==> src/rtl/qcd_pkg.sv <==
package qcd_pkg;

    localparam int CODE_W    = 7;
    localparam int ENTRY_W   = 8;
    localparam int MODE_W    = 2;
    localparam int CW_ALT    = 3;
    localparam int CW_BLINK  = 4;
    localparam int CW_ALL    = 5;
    localparam logic [ENTRY_W-1:0] ENTRY_RESET = 8'h20;

    typedef enum logic [MODE_W-1:0] {
        DM_CHAR   = 2'd0,
        DM_BLANK  = 2'd1,
        DM_CURSOR = 2'd2
    } disp_mode_e;

    typedef enum logic [1:0] {
        BUS_IDLE  = 2'd0,
        BUS_WRITE = 2'd1,
        BUS_READ  = 2'd2
    } bus_state_e;

    typedef enum logic {
        PHASE_ON  = 1'b0,
        PHASE_OFF = 1'b1
    } blink_state_e;

endpackage

==> src/rtl/qcd_bus_regs.sv <==
module qcd_bus_regs
    import qcd_pkg::*;
#(
    parameter int NUM_DIGITS = 4,
    parameter int DIG_W      = $clog2(NUM_DIGITS)
) (
    input  logic                          clk,
    input  logic                          rst_n,
    input  logic                          ce0_n,
    input  logic                          ce1,
    input  logic                          rd_n,
    input  logic                          wr_n,
    input  logic [DIG_W:0]                addr,
    input  logic [ENTRY_W-1:0]            wdata,
    output logic [ENTRY_W-1:0]            rdata,
    output logic                          rdata_oe,
    output logic [NUM_DIGITS*ENTRY_W-1:0] chars_flat,
    output logic [ENTRY_W-1:0]            ctrl_word
);

    bus_state_e         state_q, state_d;
    logic               selected, wr_req, rd_req, commit;
    logic               sel_chars;
    logic [DIG_W-1:0]   idx;
    logic [ENTRY_W-1:0] chars_q [NUM_DIGITS];
    logic [ENTRY_W-1:0] ctrl_q;
    logic [ENTRY_W-1:0] read_mux;

    assign selected  = !ce0_n && ce1;
    assign wr_req    = selected && rd_n && !wr_n;
    assign rd_req    = selected && !rd_n && wr_n;
    assign sel_chars = addr[DIG_W];
    assign idx       = addr[DIG_W-1:0];

    // Next-state logic of the bus sequencer
    always_comb begin
        state_d = state_q;
        unique case (state_q)
            BUS_IDLE: begin
                if (wr_req)      state_d = BUS_WRITE;
                else if (rd_req) state_d = BUS_READ;
            end
            BUS_WRITE: if (!wr_req) state_d = BUS_IDLE;
            BUS_READ:  if (!rd_req) state_d = BUS_IDLE;
            default:   state_d = BUS_IDLE;
        endcase
    end

    always_ff @(posedge clk or negedge rst_n) begin
        if (!rst_n) state_q <= BUS_IDLE;
        else        state_q <= state_d;
    end

    // A write strobe commits only on its first sampled edge
    assign commit = (state_q == BUS_IDLE) && wr_req;

    always_ff @(posedge clk or negedge rst_n) begin
        if (!rst_n) begin
            for (int i = 0; i < NUM_DIGITS; i++) chars_q[i] <= ENTRY_RESET;
            ctrl_q <= '0;
        end else if (commit) begin
            if (sel_chars) chars_q[idx] <= wdata;
            else           ctrl_q       <= wdata;
        end
    end

    assign read_mux = sel_chars ? chars_q[idx] : ctrl_q;

    // Output process: registered read port
    always_ff @(posedge clk or negedge rst_n) begin
        if (!rst_n) begin
            rdata    <= '0;
            rdata_oe <= 1'b0;
        end else begin
            rdata    <= rd_req ? read_mux : '0;
            rdata_oe <= rd_req;
        end
    end

    always_comb begin
        for (int i = 0; i < NUM_DIGITS; i++) chars_flat[i*ENTRY_W +: ENTRY_W] = chars_q[i];
    end

    assign ctrl_word = ctrl_q;

endmodule

==> src/rtl/qcd_blink_timer.sv <==
module qcd_blink_timer
    import qcd_pkg::*;
#(
    parameter int HALF_PERIOD = 8,
    parameter int CNT_W       = (HALF_PERIOD > 1) ? $clog2(HALF_PERIOD) : 1
) (
    input  logic clk,
    input  logic rst_n,
    output logic blink_on
);

    localparam logic [CNT_W-1:0] LAST = CNT_W'(HALF_PERIOD - 1);

    blink_state_e     state_q, state_d;
    logic [CNT_W-1:0] cnt_q;
    logic             tick;

    assign tick = (cnt_q == LAST);

    always_comb begin
        state_d = state_q;
        unique case (state_q)
            PHASE_ON:  if (tick) state_d = PHASE_OFF;
            PHASE_OFF: if (tick) state_d = PHASE_ON;
            default:   state_d = PHASE_ON;
        endcase
    end

    always_ff @(posedge clk or negedge rst_n) begin
        if (!rst_n) begin
            state_q <= PHASE_ON;
            cnt_q   <= '0;
        end else begin
            state_q <= state_d;
            cnt_q   <= tick ? '0 : cnt_q + 1'b1;
        end
    end

    // Output process
    always_comb begin
        blink_on = (state_q == PHASE_ON);
    end

endmodule

==> src/rtl/qcd_dim_pwm.sv <==
module qcd_dim_pwm #(
    parameter int PWM_W = 4
) (
    input  logic       clk,
    input  logic       rst_n,
    input  logic [1:0] level,
    output logic       gate
);

    logic [PWM_W-1:0] cnt_q;
    logic [1:0]       slot;

    always_ff @(posedge clk or negedge rst_n) begin
        if (!rst_n) cnt_q <= '0;
        else        cnt_q <= cnt_q + 1'b1;
    end

    // Top two counter bits split the period into four equal slots
    assign slot = cnt_q[PWM_W-1 -: 2];
    assign gate = (level == 2'b11) || (slot <= level);

endmodule

==> src/rtl/qcd_digit_mux.sv <==
module qcd_digit_mux
    import qcd_pkg::*;
#(
    parameter int NUM_DIGITS = 4
) (
    input  logic [NUM_DIGITS*ENTRY_W-1:0] chars_flat,
    input  logic                          blink_en,
    input  logic                          alt_en,
    input  logic                          all_blink,
    input  logic                          blink_on,
    output logic [NUM_DIGITS*CODE_W-1:0]  digit_code,
    output logic [NUM_DIGITS*MODE_W-1:0]  digit_mode
);

    for (genvar g = 0; g < NUM_DIGITS; g++) begin : g_digit
        logic [ENTRY_W-1:0] ent;
        disp_mode_e         mode;

        assign ent = chars_flat[g*ENTRY_W +: ENTRY_W];

        always_comb begin
            if (all_blink && !blink_on)
                mode = DM_BLANK;
            else if (blink_en && ent[ENTRY_W-1] && !blink_on)
                mode = alt_en ? DM_CURSOR : DM_BLANK;
            else
                mode = DM_CHAR;
        end

        assign digit_code[g*CODE_W +: CODE_W] = ent[CODE_W-1:0];
        assign digit_mode[g*MODE_W +: MODE_W] = mode;
    end

endmodule

==> src/rtl/quad_char_display.sv <==
module quad_char_display
    import qcd_pkg::*;
#(
    parameter int NUM_DIGITS = 4,
    parameter int DIG_W      = $clog2(NUM_DIGITS),
    parameter int CLK_HZ     = 50_000_000,
    parameter int BLINK_HZ   = 2,
    parameter int PWM_W      = 4
) (
    input  logic                         clk,
    input  logic                         rst_n,
    input  logic                         ce0_n,
    input  logic                         ce1,
    input  logic                         rd_n,
    input  logic                         wr_n,
    input  logic [DIG_W:0]               addr,
    input  logic [7:0]                   wdata,
    output logic [7:0]                   rdata,
    output logic                         rdata_oe,
    output logic [NUM_DIGITS*7-1:0]      digit_code,
    output logic [NUM_DIGITS*2-1:0]      digit_mode,
    output logic                         bright_gate
);

    localparam int BLINK_HALF = CLK_HZ / (2 * BLINK_HZ);

    logic [NUM_DIGITS*ENTRY_W-1:0] chars_flat;
    logic [ENTRY_W-1:0]            ctrl_word;
    logic                          blink_on;

    qcd_bus_regs #(
        .NUM_DIGITS (NUM_DIGITS),
        .DIG_W      (DIG_W)
    ) i_regs (
        .clk        (clk),
        .rst_n      (rst_n),
        .ce0_n      (ce0_n),
        .ce1        (ce1),
        .rd_n       (rd_n),
        .wr_n       (wr_n),
        .addr       (addr),
        .wdata      (wdata),
        .rdata      (rdata),
        .rdata_oe   (rdata_oe),
        .chars_flat (chars_flat),
        .ctrl_word  (ctrl_word)
    );

    qcd_blink_timer #(
        .HALF_PERIOD (BLINK_HALF)
    ) i_blink (
        .clk      (clk),
        .rst_n    (rst_n),
        .blink_on (blink_on)
    );

    qcd_dim_pwm #(
        .PWM_W (PWM_W)
    ) i_pwm (
        .clk   (clk),
        .rst_n (rst_n),
        .level (ctrl_word[1:0]),
        .gate  (bright_gate)
    );

    qcd_digit_mux #(
        .NUM_DIGITS (NUM_DIGITS)
    ) i_mux (
        .chars_flat (chars_flat),
        .blink_en   (ctrl_word[CW_BLINK]),
        .alt_en     (ctrl_word[CW_ALT]),
        .all_blink  (ctrl_word[CW_ALL]),
        .blink_on   (blink_on),
        .digit_code (digit_code),
        .digit_mode (digit_mode)
    );

endmodule

==> config.mk <==
export PLATFORM = sky130hd
export DESIGN_NAME = quad_char_display
export DESIGN_NICKNAME = d
export VERILOG_FILES = /design/src/rtl/qcd_pkg.sv /design/src/rtl/qcd_bus_regs.sv /design/src/rtl/qcd_blink_timer.sv /design/src/rtl/qcd_dim_pwm.sv /design/src/rtl/qcd_digit_mux.sv /design/src/rtl/quad_char_display.sv
export SDC_FILE = /design/constraint.sdc
export NUM_CORES = 1
export LEC_CHECK = 0
export BUFFER_PORTS_ARGS = -buffer_cell sky130_fd_sc_hd__clkbuf_2
export CAP_MARGIN = 20
export CELL_PAD_IN_SITES_DETAIL_PLACEMENT = 1
export CELL_PAD_IN_SITES_GLOBAL_PLACEMENT = 1
export CORE_ASPECT_RATIO = 1.2
export CORE_UTILIZATION = 40
export CTS_CLUSTER_DIAMETER = 120
export DETAILED_ROUTE_END_ITERATION = 10
export HOLD_SLACK_MARGIN = 0.03
export PLACE_DENSITY = 0.81
export SYNTH_ARGS = -nofsm -noshare
export SYNTH_HDL_FRONTEND = slang
export SYNTH_SLANG_ARGS = --single-unit
==> constraint.sdc <==
create_clock -name clk -period 1.5 [get_ports clk]
set_input_delay 0.075 -clock clk [delete_from_list [all_inputs] [get_ports clk]]
set_output_delay 0.075 -clock clk [all_outputs]
set_load 0.05 [all_outputs]
==> results.json, run 1 <==
{
  "synth-edff-count": 0,
  "fin_ws_ns": -0.2099,
  "fin_crit_ns": 1.710,
  "layout_common_cells": "dfrtp_1 (74), clkbuf_2 (52), buf_4 (43)",
  "drt_wl_total_um": 10670,
  "p_seq_share_pct": 42.3,
  "peakVddDrop_uv": 502.3,
  "grt_first_pass_wirelength_um": 16730,
  "numCtsBuffers": 9,
  "finClkSkew_ns": 0.005916,
  "core-area_sq_um": 9515,
  "ys_seq_area_share_pct": 51.41,
  "syn_area_sq_um": 3904,
  "setup_viol": 58,
  "yosysTopAreaCellShare_pct": 48.72,
  "synthFlopType": "dfrtp_1",
  "syn_area_per_cell_sq_um": 12.80,
  "comb_power_share_pct": 20.0,
  "htree_levels": 3,
  "antenna_left": 0,
  "firstDrtPassIters": 4,
  "rows": 39,
  "antenna_found_initial": 0,
  "yosysWarnings": 0,
  "max_stage_delay_ns": 0.36,
  "critPathArrivalTime_ns": 1.93,
  "hold_viol_final": 0,
  "crit_end": "i_regs.chars_flat[25]",
  "drive_gt1_share_pct": 59.21,
  "max_freq_ghz": 0.5848,
  "r2r_cells": 6,
  "cp_max_fo": 8,
  "cap_violations": 0,
  "tightest_slew_ns": 0.5756,
  "final_common_cell": "dfrtp_1",
  "ys_types": 47,
  "grt_pass1_vias": 3067,
  "cts_buffer_depth": 2,
  "dpl.hpwl_um": 7132,
  "hp-class": "primary input to flip-flop",
  "maxSlewViolCount": 0,
  "die_x_um": 92.18,
  "layout.nets": 423,
  "outcome": "complete, but fails checks",
  "power_density_nw_per_um2": 1118,
  "swShare_pct": 30.52,
  "hold_ws_ns": 0.03766,
  "p_int_uw": 4086,
  "slew_headroom_pct": 61.41,
  "pre_cts_ws_ns": -0.3490,
  "clock_latency_ns": 0.34,
  "synth.area.top_cells": "dfrtp_1 (49%), mux2_2 (11%), buf_4 (5.4%)",
  "crit_chain": "nor2_1, and4b_1, and3b_2, buf_8, nand3_4, mux2_4",
  "crit_path_top_delay_cell": "dfrtp_1",
  "yosysTopAreaCell": "dfrtp_1",
  "clkSinkCount": 80,
  "required_ns": 1.72,
  "async_flop_share_pct": 100.0,
  "ff_latch_area_sq_um": 2009,
  "post-route-period-util_pct": 114.0,
  "gp_congestion": 0.7953,
  "path_clk_slew_ns": 0.06,
  "power.clock.fraction_pct": 37.7,
  "syn2layout_area_growth_pct": 34.74,
  "p_leak_uw": 0.002550,
  "die_y_um": 110.2,
  "detailroute.via_count": 2733,
  "worstSetupStartpointType": "flip-flop",
  "violations": "setup timing",
  "clock-root-buffer": "clkbuf_16",
  "crit_path_end_kind": "flip-flop",
  "regToRegStartpoint": "i_regs.state_q[1]",
  "criticalPathCategory": "flip-flop to flip-flop",
  "ys_seq_elements": 80,
  "drc": 0,
  "power.switching_uw": 1795,
  "portBuffers": 62,
  "ios": 63,
  "synth_fp_nets": 326,
  "cts_tree": "done",
  "fill_cells": 969,
  "track_usage_pct": 22.49,
  "wl_per_cell_um": 20.13,
  "start_util_pct": 41.03,
  "grt_max_degree": 38,
  "multi_input_area_sq_um": 1869,
  "vias_per_cell": 5.157,
  "r2r-end": "i_regs.chars_flat[25]",
  "setup.worst_path.start": "i_regs.state_q[1]",
  "antennaDiodeCount": 0,
  "drtIter0Drc": 72,
  "gr-total-overflow": 0,
  "r2r_slack_ns": -0.21,
  "die_area_sq_um": 10160,
  "synthCells": 305,
  "rsz0062_at_grt": "yes"
}
-- worst min-delay path by stage --
stage	from	end	cells after the start
global route	wdata[7]	i_regs.chars_flat[23]	2
finish	wdata[1]	i_regs.ctrl_word[1]	3
floorplan	rst_n	i_blink.cnt_q[0]	0
global placement	rst_n	i_regs.state_q[1]	1
detailed placement	rst_n	i_regs.rdata_oe	1
CTS	wdata[6]	i_regs.chars_flat[14]	2
-- critical path: cells and delay by family, from the launching register on --
family / cells / cell delay [ns]
multiplexers: 1 / 0.36
AND/OR/NAND/NOR: 4 / 0.73
flip-flops: 1 / 0.36
buffers and inverters: 1 / 0.15
-- synth_stat cells, types with 2 or more instances --
master    instances
nand3b_4          2
nand2_1           7
and4_1            2
and4b_1           2
dfstp_2           4
dfrtp_1          76
mux2_2           39
nand2b_1          3
buf_2             4
nor2_2            9
and3_1            2
buf_4            28
inv_1             7
xor2_1           13
mux2i_1          11
or2_2             2
nor4_4            2
nor2b_1           6
nand4_1           5
nor2_1           18
mux4_2            8
and2_1            4
a21oi_1           5
ha_1              4
o21ai_0           3
xnor2_1           6
or3_1             2
nand3_1          12
-- final cells by class --
type / count / area share (%)
Clock buffer: 10 / 4.353
Clock inverter: 6 / 1.284
Inverter: 7 / 0.4995
Multi-Input combinational cell: 184 / 35.54
Sequential cell: 80 / 38.20
Tap cell: 123 / 2.926
Timing Repair Buffer: 120 / 17.20
-- per-layer routing --
| layer | vias to the layer above | track usage [%] | wire, um |
|---|---|---|---|
| met5 | - | 0 | 0 |
| met4 | 0 | 7.478 | 120 |
| met3 | 11 | 5.487 | 361 |
| met2 | 58 | 44.94 | 6177 |
| met1 | 1429 | 22.70 | 4009 |
| li1 | 1235 | - | - |
-- stage by stage --
step | util, % | cells | total power [uW] | instance area [sq um] | setup TNS [ns]
after CTS | 54.20 | 529 | 5888 | 5157 | -7.491
after global placement | 47.10 | 497 | 3483 | 4482 | -5.473
after global routing | 55.28 | 530 | 6101 | 5260 | -11.45
after detailed placement | 47.10 | 497 | 3550 | 4482 | -10.72
after floorplan | - | 305 | 3328 | 3915 | -2.038
final | 55.28 | 530 | 5882 | 5260 | -8.655
-- sequential cells by signal, indices dropped and copies added (netlist names) --
register / flops
i_blink.cnt_q: 24
i_blink.state_q: 1
i_pwm.cnt_q: 4
i_regs.chars_flat: 32
i_regs.ctrl_word: 8
i_regs.rdata: 8
i_regs.rdata_oe: 1
i_regs.state_q: 2
-- repair_timing --
action | in CTS | in global routing
hold buffers | 1 | 0
pin swaps | 25 | 8
hold endpoints to repair | 30 | 0
buffers inserted | 16 | 1
setup endpoints to repair | 68 | 70
resized for setup | 60 | 33
-- cell families after synthesis --
kind of cell / share of synthesized area, %
XOR/XNOR: 4.263
flip-flops: 51.41
adder cells (fa/ha/maj): 1.282
AO/OA/AOI/OAI: 2.019
AND/OR/NAND/NOR: 15.38
multiplexers: 18.69
buffers and inverters: 6.955
-- power by group through the flow --
stage	Sequential, uW	Clock, uW	Combinational [uW]
2_1_floorplan	2490	0	842
3_3_place_gp	2500	0	984
3_5_place_dp	2520	0	1030
4_1_cts	2480	2250	1160
5_1_grt	2510	2340	1250
6_report	2490	2210	1180
Power figures use the tool's default switching activity.
==> run 2: changes to the inputs <==
- CORE_MARGIN: not set -> 2
==> results.json, run 2 (synthesized netlist as in run 1, its figures left out) <==
{
  "hold_viol_final": 0,
  "numCtsBuffers": 9,
  "layout_common_cells": "dfrtp_1 (75), buf_4 (55), clkbuf_2 (52)",
  "power_density_nw_per_um2": 1129,
  "antenna_left": 0,
  "clock-root-buffer": "clkbuf_16",
  "vias_per_cell": 5.197,
  "pre_cts_ws_ns": -0.4034,
  "path_clk_slew_ns": 0.06,
  "antenna_found_initial": 0,
  "criticalPathCategory": "flip-flop to flip-flop",
  "cap_violations": 0,
  "fin_crit_ns": 1.802,
  "cts_tree": "done",
  "core-area_sq_um": 9515,
  "die_x_um": 94.18,
  "regToRegStartpoint": "i_blink.cnt_q[14]",
  "hp-class": "primary input to flip-flop",
  "firstDrtPassIters": 4,
  "track_usage_pct": 22.06,
  "maxSlewViolCount": 0,
  "drtIter0Drc": 56,
  "cp_max_fo": 6,
  "violations": "setup timing",
  "post-route-period-util_pct": 120.2,
  "ios": 63,
  "outcome": "complete, but fails checks",
  "layout.nets": 431,
  "cts_buffer_depth": 2,
  "largest_reg_flops": 32,
  "layout.cells.non_filler": 538,
  "setup_viol": 60,
  "critPathArrivalTime_ns": 2.03,
  "detailroute.via_count": 2796,
  "grt_first_pass_wirelength_um": 17480,
  "clkSinkCount": 80,
  "peakVddDrop_uv": 518.5,
  "portBuffers": 62,
  "setup.worst_path.start": "i_blink.cnt_q[14]",
  "min-delay-start": "wdata[1]",
  "die_area_sq_um": 10570,
  "grt_pass1_vias": 3113,
  "fill_cells": 953,
  "drt_wl_total_um": 10970,
  "rsz0062_at_grt": "yes",
  "finish.utilization_pct": 55.57,
  "finClkSkew_ns": 0.009162,
  "max_stage_delay_ns": 0.56,
  "fin_tns_setup_ns": -12.82,
  "crit_path_end_kind": "flip-flop",
  "start_util_pct": 41.03,
  "drive_gt1_share_pct": 58.31,
  "crit_path_top_delay_cell": "or4b_4",
  "tightest_slew_ns": 0.5667,
  "max_freq_ghz": 0.5548,
  "dpl.hpwl_um": 6916,
  "htree_levels": 3,
  "gr-total-overflow": 0,
  "hold_ws_ns": 0.03877,
  "slew_headroom_pct": 62.22,
  "grt_max_degree": 40,
  "gp_congestion": 0.8139,
  "syn2layout_area_growth_pct": 35.45,
  "antennaDiodeCount": 0,
  "required_ns": 1.73,
  "die_y_um": 112.2,
  "dp.cells": 497,
  "crit_chain": "or4b_4, nor4_4, buf_4, buf_8, nor2b_1",
  "worstSetupStartpointType": "flip-flop",
  "fin_ws_ns": -0.3024,
  "rows": 39,
  "drc": 0,
  "wl_per_cell_um": 20.39,
  "final_common_cell": "dfrtp_1",
  "p_leak_uw": 0.002610,
  "clock_latency_ns": 0.33
}
-- run 2: cell count changes in the layout (fill, tap and decap cells not counted), moves of 2 or more --
cell,before,now
buf_12,3,6
buf_4,43,55
buf_6,17,9
clkbuf_8,0,4
clkinv_4,0,2
clkinvlp_4,2,0
inv_6,2,0
nand2b_1,3,1
nand2b_4,0,2
nand3_1,5,11
nand3_2,3,0
nand3_4,6,3
xor2_1,10,12
xor2_2,3,1
-- run 2: final timing paths --
kind | end | slack, ns | depth (start not counted)
max | i_blink.cnt_q[1] | -0.30 | 5
min | i_regs.ctrl_word[1] | 0.04 | 3
max reg2reg | i_blink.cnt_q[1] | -0.30 | 5
min reg2reg | i_pwm.cnt_q[0] | 0.47 | 1
max in group asynchronous | i_regs.chars_flat[11] | 0.62 | 3
min in group asynchronous | i_regs.ctrl_word[6] | 0.29 | 2
-- run 2: per-layer routing --
| layer | up-vias | GRT usage [%] | share of wire [%] |
|---|---|---|---|
| met3 | 15 | 4.899 | 4.0 |
| met2 | 72 | 40.95 | 57 |
| li1 | 1255 | - | - |
| met1 | 1454 | 24.95 | 38 |
| met5 | - | 0 | 0 |
| met4 | 0 | 6.473 | 1.6 |
-- run 2: repair_timing --
action                                  in CTS  in global routing
setup buffers                               21                  4
pin swaps                                   27                  9
gates resized for setup                     40                 34
endpoints found under the setup margin      67                 70
hold endpoints to repair                    32                  0
hold buffers                                 1                  0
-- run 2: power by group --
part           internal (uW)  leakage, uW  switching (uW)
clock network           1380     0.000153             883
logic                    460      0.00141             748
registers               2340      0.00105             154
-- run 2: final cells by class --
| class | instances | area, sq um | share of cell area [%] |
|---|---|---|---|
| multi-input cells | 184 | 1813 | 34.29 |
| clock buffers | 12 | 256.5 | 4.851 |
| clock inverters | 4 | 52.55 | 0.9938 |
| repair buffers | 128 | 977.2 | 18.48 |
| inverters | 7 | 26.28 | 0.4969 |
| flip-flops and latches | 80 | 2008 | 37.98 |
| well taps | 123 | 153.9 | 2.911 |
-- run 2: stage by stage --
stage / instance area [sq um] / total power (uW)
floorplan: 3915 / 3328
global placement: 4507 / 3486
detailed placement: 4507 / 3539
CTS: 5167 / 5928
global route: 5288 / 6191
finish: 5288 / 5971
-- run 2: worst max-delay path: cells and delay by family (launching register included) --
family / cells / cell delay, ns
simple gates: 3 / 0.99
flops: 1 / 0.38
buf+inv: 2 / 0.34
